===== src/rtl/rri_pkg.sv =====
package rri_pkg;

  localparam int OP_W = 12;

  // bit index of each operation within the select word
  typedef enum int {
    OPI_HALT   = 0,
    OPI_SKEZ   = 1,
    OPI_SKAZ   = 2,
    OPI_SKNEG  = 3,
    OPI_SKPOS  = 4,
    OPI_INCR   = 5,
    OPI_ROTL   = 6,
    OPI_ROTR   = 7,
    OPI_INVE   = 8,
    OPI_INVA   = 9,
    OPI_CLRE   = 10,
    OPI_CLRA   = 11
  } op_idx_e;

  // decoded select lines, first member is bit 11
  typedef struct packed {
    logic clr_a;
    logic clr_e;
    logic inv_a;
    logic inv_e;
    logic rot_r;
    logic rot_l;
    logic incr;
    logic sk_pos;
    logic sk_neg;
    logic sk_az;
    logic sk_ez;
    logic halt;
  } op_sel_t;

  function automatic int unsigned count_ones(input logic [OP_W-1:0] w);
    int unsigned n;
    n = 0;
    for (int i = 0; i < OP_W; i++) n += int'(w[i]);
    return n;
  endfunction

endpackage


===== src/rtl/rri_decode.sv =====
module rri_decode
  import rri_pkg::*;
(
  input  logic            op_strobe,
  input  logic [OP_W-1:0] op_word,
  input  logic            halted,
  input  logic            side_load,
  output logic            word_ok,
  output logic            fire,
  output op_sel_t         sel
);
  op_sel_t raw;

  assign raw     = op_sel_t'(op_word);
  assign word_ok = (count_ones(op_word) == 1);
  assign fire    = op_strobe && !halted && !side_load && word_ok;
  assign sel     = fire ? raw : '0;
endmodule


===== src/rtl/rri_datapath.sv =====
module rri_datapath #(
  parameter int AC_W = 16
) (
  input  logic            clk,
  input  logic            rst_n,
  input  logic            side_load,
  input  logic [AC_W-1:0] load_acc,
  input  logic            load_ext,
  input  logic            clr_a,
  input  logic            clr_e,
  input  logic            inv_a,
  input  logic            inv_e,
  input  logic            rot_r,
  input  logic            rot_l,
  input  logic            incr,
  output logic [AC_W-1:0] acc,
  output logic            ext
);
  localparam int MSB = AC_W - 1;

  function automatic logic [AC_W:0] rotate_right(input logic [AC_W-1:0] a, input logic e);
    return {a[0], e, a[MSB:1]};   // {new ext, new acc}
  endfunction

  function automatic logic [AC_W:0] rotate_left(input logic [AC_W-1:0] a, input logic e);
    return {a[MSB], a[MSB-1:0], e};
  endfunction

  function automatic logic [AC_W-1:0] bump(input logic [AC_W-1:0] a);
    return a + {{(AC_W-1){1'b0}}, 1'b1};
  endfunction

  logic [AC_W-1:0] acc_d;
  logic            ext_d;
  logic [AC_W:0]   rr, rl;

  assign rr = rotate_right(acc, ext);
  assign rl = rotate_left(acc, ext);

  always_comb begin
    acc_d = acc;
    ext_d = ext;
    if (side_load) begin
      acc_d = load_acc;
      ext_d = load_ext;
    end else if (clr_a) acc_d = '0;
    else if (clr_e) ext_d = 1'b0;
    else if (inv_a) acc_d = ~acc;
    else if (inv_e) ext_d = ~ext;
    else if (rot_r) {ext_d, acc_d} = rr;
    else if (rot_l) {ext_d, acc_d} = rl;
    else if (incr)  acc_d = bump(acc);
  end

  always_ff @(posedge clk or negedge rst_n) begin
    if (!rst_n) begin
      acc <= '0;
      ext <= 1'b0;
    end else begin
      acc <= acc_d;
      ext <= ext_d;
    end
  end
endmodule


===== src/rtl/rri_skip_eval.sv =====
module rri_skip_eval #(
  parameter int AC_W = 16
) (
  input  logic            clk,
  input  logic            rst_n,
  input  logic [AC_W-1:0] acc,
  input  logic            ext,
  input  logic            sk_pos,
  input  logic            sk_neg,
  input  logic            sk_az,
  input  logic            sk_ez,
  output logic            skip_hit,
  output logic            skip_q
);
  localparam int NCOND = 4;

  logic [NCOND-1:0] want, cond;

  assign want = {sk_pos, sk_neg, sk_az, sk_ez};
  assign cond = {!acc[AC_W-1], acc[AC_W-1], (acc == '0), !ext};

  assign skip_hit = |(want & cond);

  always_ff @(posedge clk or negedge rst_n) begin
    if (!rst_n) skip_q <= 1'b0;
    else        skip_q <= skip_hit;
  end
endmodule


===== src/rtl/rri_exec_unit.sv =====
module rri_exec_unit
  import rri_pkg::*;
#(
  parameter int AC_W = 16
) (
  input  logic            clk,
  input  logic            rst_n,
  input  logic            op_strobe,
  input  logic [11:0]     op_word,
  input  logic            side_load,
  input  logic [AC_W-1:0] load_acc,
  input  logic            load_ext,
  output logic [AC_W-1:0] acc_q,
  output logic            ext_q,
  output logic            skip_req,
  output logic            halted
);
  // named internal events, observed by the checker
  logic    word_ok;
  logic    fire;
  logic    skip_hit;
  op_sel_t sel;

  rri_decode u_dec (
    .op_strobe (op_strobe),
    .op_word   (op_word),
    .halted    (halted),
    .side_load (side_load),
    .word_ok   (word_ok),
    .fire      (fire),
    .sel       (sel)
  );

  rri_datapath #(.AC_W(AC_W)) u_dp (
    .clk       (clk),
    .rst_n     (rst_n),
    .side_load (side_load),
    .load_acc  (load_acc),
    .load_ext  (load_ext),
    .clr_a     (sel.clr_a),
    .clr_e     (sel.clr_e),
    .inv_a     (sel.inv_a),
    .inv_e     (sel.inv_e),
    .rot_r     (sel.rot_r),
    .rot_l     (sel.rot_l),
    .incr      (sel.incr),
    .acc       (acc_q),
    .ext       (ext_q)
  );

  rri_skip_eval #(.AC_W(AC_W)) u_skip (
    .clk      (clk),
    .rst_n    (rst_n),
    .acc      (acc_q),
    .ext      (ext_q),
    .sk_pos   (sel.sk_pos),
    .sk_neg   (sel.sk_neg),
    .sk_az    (sel.sk_az),
    .sk_ez    (sel.sk_ez),
    .skip_hit (skip_hit),
    .skip_q   (skip_req)
  );

  always_ff @(posedge clk or negedge rst_n) begin
    if (!rst_n)        halted <= 1'b0;
    else if (sel.halt) halted <= 1'b1;
  end
endmodule


===== config.mk =====
export PLATFORM = sky130hd
export DESIGN_NAME = rri_exec_unit
export DESIGN_NICKNAME = d
export VERILOG_FILES = /design/src/rtl/rri_pkg.sv /design/src/rtl/rri_decode.sv /design/src/rtl/rri_datapath.sv /design/src/rtl/rri_skip_eval.sv /design/src/rtl/rri_exec_unit.sv
export SDC_FILE = /design/constraint.sdc
export NUM_CORES = 1
export LEC_CHECK = 0
export ABC_AREA = 1
export BUFFER_PORTS_ARGS = -buffer_cell sky130_fd_sc_hd__buf_2
export CAP_MARGIN = 20
export CORE_MARGIN = 4
export CORE_UTILIZATION = 40
export DETAILED_ROUTE_END_ITERATION = 10
export PLACE_DENSITY = 0.73
export SLEW_MARGIN = 10
export SYNTH_ARGS = -nofsm -noshare
export SYNTH_HDL_FRONTEND = slang
export SYNTH_SLANG_ARGS = --single-unit

===== constraint.sdc =====
create_clock -name clk -period 1.55 [get_ports clk]
set_clock_uncertainty 0.1 [all_clocks]
set_input_delay 0.0775 -clock clk [delete_from_list [all_inputs] [get_ports clk]]
set_output_delay 0.0775 -clock clk [all_outputs]
set_load 0.02 [all_outputs]

## Word level (Yosys, flattened, before mapping)

Cells that the tools add are included.

| operators by class | value |
|---|---|
| $add $sub $neg | 12 |
| equal/unequal tests | 5 |
| mux-type cells | 16 |
| bitwise logic cells | 3 |
| reduce and logical (&&, ||, !) cells | 13 |

Operator list:

| kind | number |
|---|---|
| $add 32x1->32 | 10 |
| $mux 16 | 8 |
| $eq 32x1->1 const B | 1 |
| $add 16x1->16 const B | 1 |
| $logic_not 16->1 | 1 |
| $not 16->16 | 1 |
| $mux 12 | 1 |
| $mux 1 | 7 |
| $ne 3x2->1 const B | 2 |
| $reduce_and 3->1 | 2 |
| $reduce_bool 6->1 | 1 |
| $reduce_bool 5->1 | 1 |
| $and 4x4->4 | 1 |
| $logic_not 1->1 | 4 |
| $ne 4x2->1 const B | 1 |
| $reduce_or 4->1 | 1 |
| $logic_and 1x1->1 | 3 |
| $add 1x1->2 | 1 |
| $ne 2x2->1 const B | 1 |
| $not 1->1 | 1 |

| word-level totals | value |
|---|---|
| register bits after elaboration | 19 |
| input bits | 33 |
| output and inout bits | 19 |
| logic and storage cells | 53 |

## Longest topological paths before layout

Gate-level depths: netlist of run 1.

| logic depth | value |
|---|---|
| word-level depth | 22 |
| depth in mapped cells | 26 |
| gate-level depth less buffers | 25 |

## Hierarchy

A second synthesis of run 1 with hierarchy kept.

| unflattened totals | value |
|---|---|
| cells, all modules | 369 |
| area, all modules | 2409.8 um^2 |

By module, submodules not included:

| module | times used | cells an instance | area an instance (um^2) | sequential area each (um^2) |
|---|---|---|---|---|
| rri_datapath | 1 | 285 | 1830.5 | 425.4 |
| rri_decode | 1 | 59 | 427.9 | 0.0 |
| rri_skip_eval | 1 | 21 | 115.1 | 25.0 |
| rri_exec_unit | 1 | 4 | 36.3 | 25.0 |

## Worst setup path before layout of run 1

Ideal clock, no wire load.

| timing path | value |
|---|---|
| path type | input port to flip-flop |
| start point | in op_word[0] |
| end point | reg u_dp.acc[0] |
| setup time | 0.117 ns |
| data arrival time | 3.735 ns |
| data required time | 1.333 ns |
| slack | -2.402 ns |
| cell stages on the path | 24 |
| path buffers | 1 |
| path through | ha_1 inv_1 fa_1 inv_1 fa_1 inv_1 fa_1 inv_1 fa_1 inv_1 fa_1 nand2_1 inv_1 nand2_2 nor2_8 nand3_2 nand2_2 nor2_1 nand2_2 nand2_4 inv_2 buf_6 nand2_1 nand2_1 |

| on the way | value |
|---|---|
| longest elaborated chain between the ends | 21 |
| elaborated cells on any way between the ends | 25 |
| classes of those cells | add/sub (11); eq/ne (3); mux (8); reduce/logical (3) |

Ends and longest elaborated chain:

| what | RTL line | source |
|---|---|---|
| start, declared | rri_exec_unit.sv:9 | `input logic [11:0] op_word,` |
| $add 1x1->2 (*) | rri_pkg.sv:40 | `for (int i = 0; i < OP_W; i++) n += int'(w[i]);` |
| $add 32x1->32 (*) (10 in a row) | rri_pkg.sv:40 |  |
| $eq 32x1->1 (*) | rri_decode.sv:15 | `assign word_ok = (count_ones(op_word) == 1);` |
| $logic_and 1x1->1 (*) | rri_decode.sv:16 | `assign fire = op_strobe && !halted && !side_load && word_ok;` |
| $mux 12 (*) | rri_decode.sv:17 | `assign sel = fire ? raw : '0;` |
| $mux 16 | rri_datapath.sv:51 | `else if (rot_l) {ext_d, acc_d} = rl;` |
| $mux 16 | rri_datapath.sv:50 | `else if (rot_r) {ext_d, acc_d} = rr;` |
| $mux 16 | rri_datapath.sv:49 | `else if (inv_e) ext_d = ~ext;` |
| $mux 16 | rri_datapath.sv:48 | `else if (inv_a) acc_d = ~acc;` |
| $mux 16 | rri_datapath.sv:47 | `else if (clr_e) ext_d = 1'b0;` |
| $mux 16 | rri_datapath.sv:46 | `end else if (clr_a) acc_d = '0;` |
| $mux 16 | rri_datapath.sv:43 | `if (side_load) begin` |
| end signal, assigned | rri_datapath.sv:57 | `acc <= '0;` |
| end signal, assigned | rri_datapath.sv:60 | `acc <= acc_d;` |
| end, declared | rri_datapath.sv:16 | `output logic [AC_W-1:0] acc,` |

Every way passes the cells marked *; elsewhere a longest branch is shown, timed or not. The select of a mux whose other input is x is not followed.
A chain may end at the register's enable or synchronous reset.

## Worst setup path in the final report of run 1

| timing path | value |
|---|---|
| start point | in op_word[1] |
| end point | reg u_dp.ext |

| on the way | value |
|---|---|
| longest elaborated chain between the ends | 20 |
| elaborated cells on any way between the ends | 24 |
| classes of those cells | add/sub (11); eq/ne (3); mux (7); reduce/logical (3) |

Ends and longest elaborated chain:

| what | RTL line | source |
|---|---|---|
| $add 1x1->2 (*) | rri_pkg.sv:40 |  |
| $add 32x1->32 (*) (10 in a row) | rri_pkg.sv:40 |  |
| $eq 32x1->1 (*) | rri_decode.sv:15 |  |
| $logic_and 1x1->1 (*) | rri_decode.sv:16 |  |
| $mux 12 (*) | rri_decode.sv:17 |  |
| $mux 1 | rri_datapath.sv:50 |  |
| $mux 1 | rri_datapath.sv:49 |  |
| $mux 1 | rri_datapath.sv:48 |  |
| $mux 1 | rri_datapath.sv:47 |  |
| $mux 1 | rri_datapath.sv:46 |  |
| $mux 1 | rri_datapath.sv:43 |  |
| end signal, assigned | rri_datapath.sv:61 | `ext <= ext_d;` |
| end, declared | rri_datapath.sv:17 | `output logic ext` |

Marks and branches as above.

==> flow_metrics.tcl, run 1 <==
set metrics [dict create \
    status "finished, violations left" \
    violations "setup timing" \
    ctsHtreeMaxLevel 1 \
    cts_buffers 3 \
    clk_pin_slew_ns 0.08 \
    worst_ir_drop_vdd_v 0.000657 \
    fin_hold_ws_ns 0.00254 \
    critPathKind "input pin to register" \
    p_int_mw 2.23 \
    cts_sinks 19 \
    grtUsageTotal_pct 22.8 \
    layout_min_cycle_time_ns 4.04 \
    setup_viol 19 \
    row_count 28 \
    viasPerCell 5.03 \
    clockPowerShare_pct 8.0 \
    grt_max_degree 28 \
    dieArea_um2 7410 \
    drive_above_1_share_pct 33.1 \
    grt_pass1_wl_um 13600 \
    wirelength_um 8280 \
    p_sw_mw 2.42 \
    synth_cells 428 \
    syn_to_final_growth_pct 47.0 \
    yosys_warnings 0 \
    synth_ff_type "dfrtp_1" \
    pre_cts_ws_ns -2.73 \
    portBuffers 51 \
    tightestPinTransition_ns 0.478 \
    use_met2_pct 39.9 \
    slew_headroom_pct 68.2 \
    antenna_cells 0 \
    multi_input_area_um2 1800 \
    power_density_nw_per_um2 1300 \
    cap_violations 0 \
    async_flop_share_pct 100 \
    final_antenna_net_count 0 \
    io_pins 52 \
    ctsLongestPathBuffers 2 \
    grt_util_met1_pct 30.0 \
    synth_edf_count 0 \
    worstPathArrival_ns 4.10 \
    cp.required_ns 1.61 \
    synth_area_um2 2440 \
    worstPathMaxFanout 8 \
    die_height_um 86.1 \
    swShare_pct 52.1 \
    rr_worst_depth 11 \
    ys_seq_area_share_pct 19.5 \
    first_pass_iters 5 \
    vias 3077 \
    comb_power_share_pct 71.2 \
    wire_per_inst_um 13.5 \
    synth.distinct_cells 30 \
    register_area_um2 475 \
    drc 0 \
    root_buffer "clkbuf_8" \
    use_met3_pct 3.07 \
    ys_ff_latch 19 \
    initial_core_util_pct 41.2 \
    gp_congestion 0.884 \
    synth_nets 474 \
    die_w_um 86.1 \
    final_util_pct 60.5 \
    overflow 0 \
    crit_path_end_kind "register" \
    antenna_found_initial 0 \
    nNetsFinal 584 \
    fin_crit_sh_pct 261 \
    hold_viol 0 \
    dpl.hpwl_um 6050 \
    min_path_type "input pin to register" \
    fin_ws_ns -2.49 \
    syn_avg_cell_area_um2 5.69 \
    p_seq_share_pct 20.8 \
    grt_pass1_vias 2951 \
    grt-busiest-layer "met2" \
    max_freq_mhz 248 \
    design.core.area_um2 5920 \
    power_mw 4.66 \
    worst_setup_path_start_kind "input pin" \
    leakage_nw 2.01 \
    slew_violations 0 \
    insertion_delay_ns 0.26 \
    grt_setup_unrepaired "yes" \
    drt-initial-drc-count 282 \
    n_fill_cell 548 \
    holdPathStages 5 \
    cts_tree "built" \
]
## registers in the layout, summed over array words and instances (netlist names)
register / cells
u_skip.skip_q: 1
u_dp.acc: 16
u_dp.ext: 1
halted: 1
## critical path, cell delays in order
cell	delay (ns)
buf_8	0.10
ha_4	0.25
inv_2	0.03
fa_1	0.47
inv_1	0.05
fa_1	0.52
inv_2	0.04
fa_1	0.47
inv_2	0.08
fa_2	0.22
inv_2	0.04
fa_1	0.48
nand2_1	0.07
inv_2	0.08
nand2_4	0.06
nor2_8	0.23
o211ai_4	0.13
buf_4	0.17
buf_4	0.12
buf_4	0.12
inv_1	0.06
o21ai_0	0.10
nand2_1	0.07
nand2_1	0.04
## synthesized netlist by cell type, types with 5 or more instances
library cell | number | share of area, %
a21oi_1 | 21 | 4.3
nand3_1 | 30 | 6.2
inv_1 | 68 | 10
ha_1 | 6 | 3.1
fa_1 | 7 | 5.7
buf_2 | 5 | 1.0
dfrtp_1 | 19 | 20
o21ai_0 | 17 | 3.5
nand2_2 | 8 | 2.1
xor2_1 | 5 | 1.8
clkbuf_1 | 9 | 1.4
inv_2 | 6 | 0.92
nor2_1 | 35 | 5.4
nand4_1 | 5 | 1.3
nand2_1 | 166 | 26
## power groups by stage
stage	Sequential [mW]	Combinational (mW)	Clock [mW]
after CTS	0.960	3.16	0.387
after floorplan	1.20	1.56	0
after global placement	0.958	2.95	0
after detailed placement	0.964	3.02	0
final	0.969	3.32	0.371
after global routing	1.00	3.65	0.414
## cells by family (layout without fill, tap and decap cells)
kind of cell | count (synthesis) | count (layout) | synth area share [%]
flip-flops | 19 | 19 | 19.5
AND/OR/NAND/NOR | 253 | 255 | 44.0
buffers and inverters | 92 | 199 | 15.5
AO/OA/AOI/OAI | 46 | 46 | 10.3
XOR/XNOR | 5 | 5 | 1.80
adder cells (fa/ha/maj) | 13 | 13 | 8.83
## layout by cell type, fill, tap and decap left out, types with 2 or more instances in the layout
cell,n
a21oi_1,17
a21oi_2,3
a21oi_4,2
buf_12,2
buf_2,49
buf_4,53
buf_6,11
clkbuf_8,3
dfrtp_1,19
dlygate4sd3_1,4
fa_1,6
ha_1,5
inv_1,62
inv_2,8
inv_6,3
nand2_1,161
nand2_2,8
nand2_4,6
nand2_8,2
nand3_1,27
nand3_2,3
nand3_4,2
nand4_1,5
nor2_1,26
nor2_2,6
nor2_4,4
nor4_1,2
o21ai_0,8
o21ai_1,8
o21ai_2,4
xor2_1,5
## timing repair
| action | CTS | global route |
|---|---|---|
| endpoints found under the setup margin | 19 | 19 |
| hold endpoints to repair | 22 | 0 |
| hold buffers | 4 | 0 |
| resized for setup | 35 | 39 |
| setup buffers | 2 | 3 |
| gates cloned | 3 | 0 |
| pin swaps | 0 | 10 |
## path summary, 6_finish.rpt
check | start | to | slack [ns]
max in group asynchronous | rst_n | u_dp.acc[15] | 0.84
worst max-delay path | op_word[1] | u_dp.ext | -2.49
worst min-delay path | load_acc[6] | u_dp.acc[6] | 0.003
worst max register to register | halted | u_dp.ext | -0.32
worst min register to register | halted | halted | 0.48
min in group asynchronous | rst_n | u_dp.acc[10] | 0.19
## layout make-up
cell class | instances | share of cell area, %
Multi-Input combinational cell | 319 | 50.2
Timing Repair Buffer | 120 | 24.1
Sequential cell | 19 | 13.3
Inverter | 74 | 8.38
Tap cell | 75 | 2.62
Clock buffer | 4 | 1.26
Timing Repair inverter | 1 | 0.175
## through the flow
stage	TNS, ns	cells	instance area [um2]
after floorplan	-42.26	428	2490
after global placement	-47.71	596	3200
after detailed placement	-50.28	596	3200
after CTS	-43.14	609	3450
after global routing	-47.42	612	3580
final	-45.78	612	3580
## layer usage
| layer | up-vias | wire length [um] |
|---|---|---|
| met2 | 105 | 4060 |
| li1 | 1535 | - |
| met1 | 1422 | 3630 |
| met3 | 15 | 478 |
| met4 | 0 | 108 |
| met5 | - | 0 |
(Power assumes the default switching activity.)
==> inputs of run 2 (changes only) <==
--- a/config.mk
+++ b/config.mk
@@ -11,7 +11,7 @@
 export CORE_MARGIN = 4
 export CORE_UTILIZATION = 40
 export DETAILED_ROUTE_END_ITERATION = 10
-export PLACE_DENSITY = 0.73
+export PLACE_DENSITY = 0.71
 export SLEW_MARGIN = 10
 export SYNTH_ARGS = -nofsm -noshare
 export SYNTH_HDL_FRONTEND = slang
==> constraint.sdc (replaced) <==
create_clock -name clk -period 3.8 [get_ports clk]
set_clock_uncertainty 0.1 [all_clocks]
set_input_delay 0.19 -clock clk [delete_from_list [all_inputs] [get_ports clk]]
set_output_delay 0.19 -clock clk [all_outputs]
set_load 0.02 [all_outputs]
==> run 2 against run 1 <==
Effect of this change: the flow still finishes with violations (setup timing); cell count decreased by 6.9%; critical path depth stayed put; setup slack improved by 2.3 ns; routed wire length is 10% lower; die area stayed put.
==> flow_metrics.tcl, run 2 (synthesis results as in run 1) <==
set metrics [dict create \
    insertion_delay_ns 0.26 \
    tns_ns -3.36 \
    vias 2890 \
    r2r_start "u_dp.acc[0]" \
    worst_setup_path_start_kind "input pin" \
    register_area_um2 475 \
    io_pins 52 \
    hold_viol 0 \
    wl_met3_um 460 \
    cts_buffers 3 \
    max_freq_mhz 249 \
    final_util_pct 54.2 \
    dieArea_um2 7410 \
    pre_cts_ws_ns -0.505 \
    ctsLongestPathBuffers 2 \
    die_w_um 86.1 \
    power_mw 1.70 \
    wl_met1_um 3320 \
    tightestPinTransition_ns 0.444 \
    p_sw_mw 0.948 \
    row_count 28 \
    design.core.area_um2 5920 \
    syn_to_final_growth_pct 31.7 \
    largest_register_ffs 16 \
    cap_violations 0 \
    p_int_mw 0.748 \
    highest_layer "met4" \
    grt_max_degree 23 \
    status "finished, violations left" \
    wirelength_um 7420 \
    grt_pass1_wl_um 12500 \
    fin_crit_sh_pct 106 \
    multi_input_area_um2 1720 \
    portBuffers 51 \
    viasPerCell 5.07 \
    leakage_nw 1.79 \
    hold_start "load_ext" \
    gp_congestion 0.883 \
    fin_ws_ns -0.224 \
    comb_power_share_pct 62.3 \
    crit_chain "buf_8 -> ha_4 -> inv_2 -> fa_1 -> inv_2 -> fa_1 -> inv_1 -> fa_1 -> inv_1 -> fa_2 -> inv_2 -> fa_1 -> nand2_1 -> inv_2 -> nand2_4 -> nor2_8 -> nand3_4 -> nand2_4 -> nor2_4 -> nand2_2 -> nand2_4 -> buf_4 -> nor2_2 -> a21oi_1" \
    slowest_delay_ns 0.49 \
    antenna_cells 0 \
    drive_above_1_share_pct 26.5 \
    worstPathMaxFanout 8 \
    dpl.hpwl_um 5650 \
    clockPowerShare_pct 8.6 \
    cp.required_ns 3.85 \
    cts_tree "built" \
    clk_pin_slew_ns 0.07 \
    slowest_stage "fa_1" \
    final_antenna_net_count 0 \
    power_density_nw_per_um2 528 \
    initial_core_util_pct 41.2 \
    critPathKind "input pin to register" \
    wire_per_inst_um 13.0 \
    layout_min_cycle_time_ns 4.02 \
    violations "setup timing" \
    nNetsFinal 542 \
    final_common_cell "nand2_1" \
    antenna_found_initial 0 \
    overflow 0 \
    p_seq_share_pct 29.0 \
    setup_viol 17 \
    ctsHtreeMaxLevel 1 \
    worst_ir_drop_vdd_v 0.000294 \
    die_height_um 86.1 \
    crit_path_end_kind "register" \
    startpoint "op_word[1]" \
    final_cell_mix "nand2_1 (159), inv_1 (62), buf_2 (49)" \
    top_register "u_dp.acc" \
    slew_violations 0 \
    grt_pass1_vias 2713 \
    drc 0 \
    min_path_type "input pin to register" \
    first_pass_iters 5 \
    grtUsageTotal_pct 20.5 \
    worstPathArrival_ns 4.08 \
    root_buffer "clkbuf_8" \
    n_fill_cell 585 \
    cts_sinks 19 \
    slew_headroom_pct 70.4 \
    wl_met2_um 3590 \
    swShare_pct 55.9 \
    grt_setup_unrepaired "yes" \
    drt-initial-drc-count 352 \
]
run 2: cell count changes in the layout (fill, tap and decap cells not counted), sizes merged:
| cell | previous run | this run |
|---|---|---|
| nand2 | 177 | 176 |
| dlygate4sd3 | 4 | 1 |
| buf | 116 | 78 |
| clkinv | 0 | 1 |
| inv | 75 | 73 |
| clkbuf | 4 | 5 |
run 2: layout make-up:
cell class | count | area share (%)
clock buffer | 4 | 1.40
inverter | 74 | 9.51
multi-input combinational | 318 | 53.7
timing repair buffer | 80 | 17.7
sequential | 19 | 14.8
tap | 75 | 2.92
run 2: power by group through the flow:
stage	combinational (mW)	clock (mW)	sequential, mW
after floorplan	0.637	0	0.488
after global placement	0.950	0	0.486
final	1.06	0.146	0.492
after global routing	1.19	0.159	0.508
after detailed placement	0.967	0	0.486
after CTS	1.01	0.150	0.484
run 2: through the flow:
stage,area (um2),cells,hold slack [ns]
floorplan,2490,428,-0.206
global placement,2910,558,0.0610
detailed placement,2910,558,0.0599
CTS,3100,568,0.113
global route,3210,570,0.125
finish,3210,570,0.110
run 2: per-layer routing:
metal / GRT usage [%] / vias up
met5: 0 / -
met4: 4.60 / 0
met3: 2.59 / 5
met2: 32.7 / 105
met1: 29.4 / 1332
li1: - / 1448
run 2: path summary, 6_finish.rpt:
kind / slack [ns] / end / cells past startpoint
setup / recovery: -0.22 / u_dp.acc[12] / 24
hold / removal: 0.11 / u_dp.ext / 5
setup reg to reg: 1.80 / u_dp.acc[10] / 14
hold reg to reg: 0.45 / halted / 1
max in group asynchronous: 3.00 / u_dp.acc[0] / 2
min in group asynchronous: 0.30 / u_dp.acc[11] / 2
run 2: critical path: cells and delay by family:
kind | cells | cell delay, ns
adder cells (fa/ha/maj) | 6 | 2.31
AND/OR/NAND/NOR | 9 | 0.94
buffers and inverters | 8 | 0.56
AO/OA/AOI/OAI | 1 | 0.06
run 2: repair_timing:
action / in CTS / in global routing
cloned: 1 / 1
buffers inserted: 4 / 1
endpoints found under the hold margin: 19 / 0
gates resized for setup: 27 / 35
endpoints found under the setup margin: 17 / 18
hold buffers: 1 / 0
pin swaps: 1 / 6
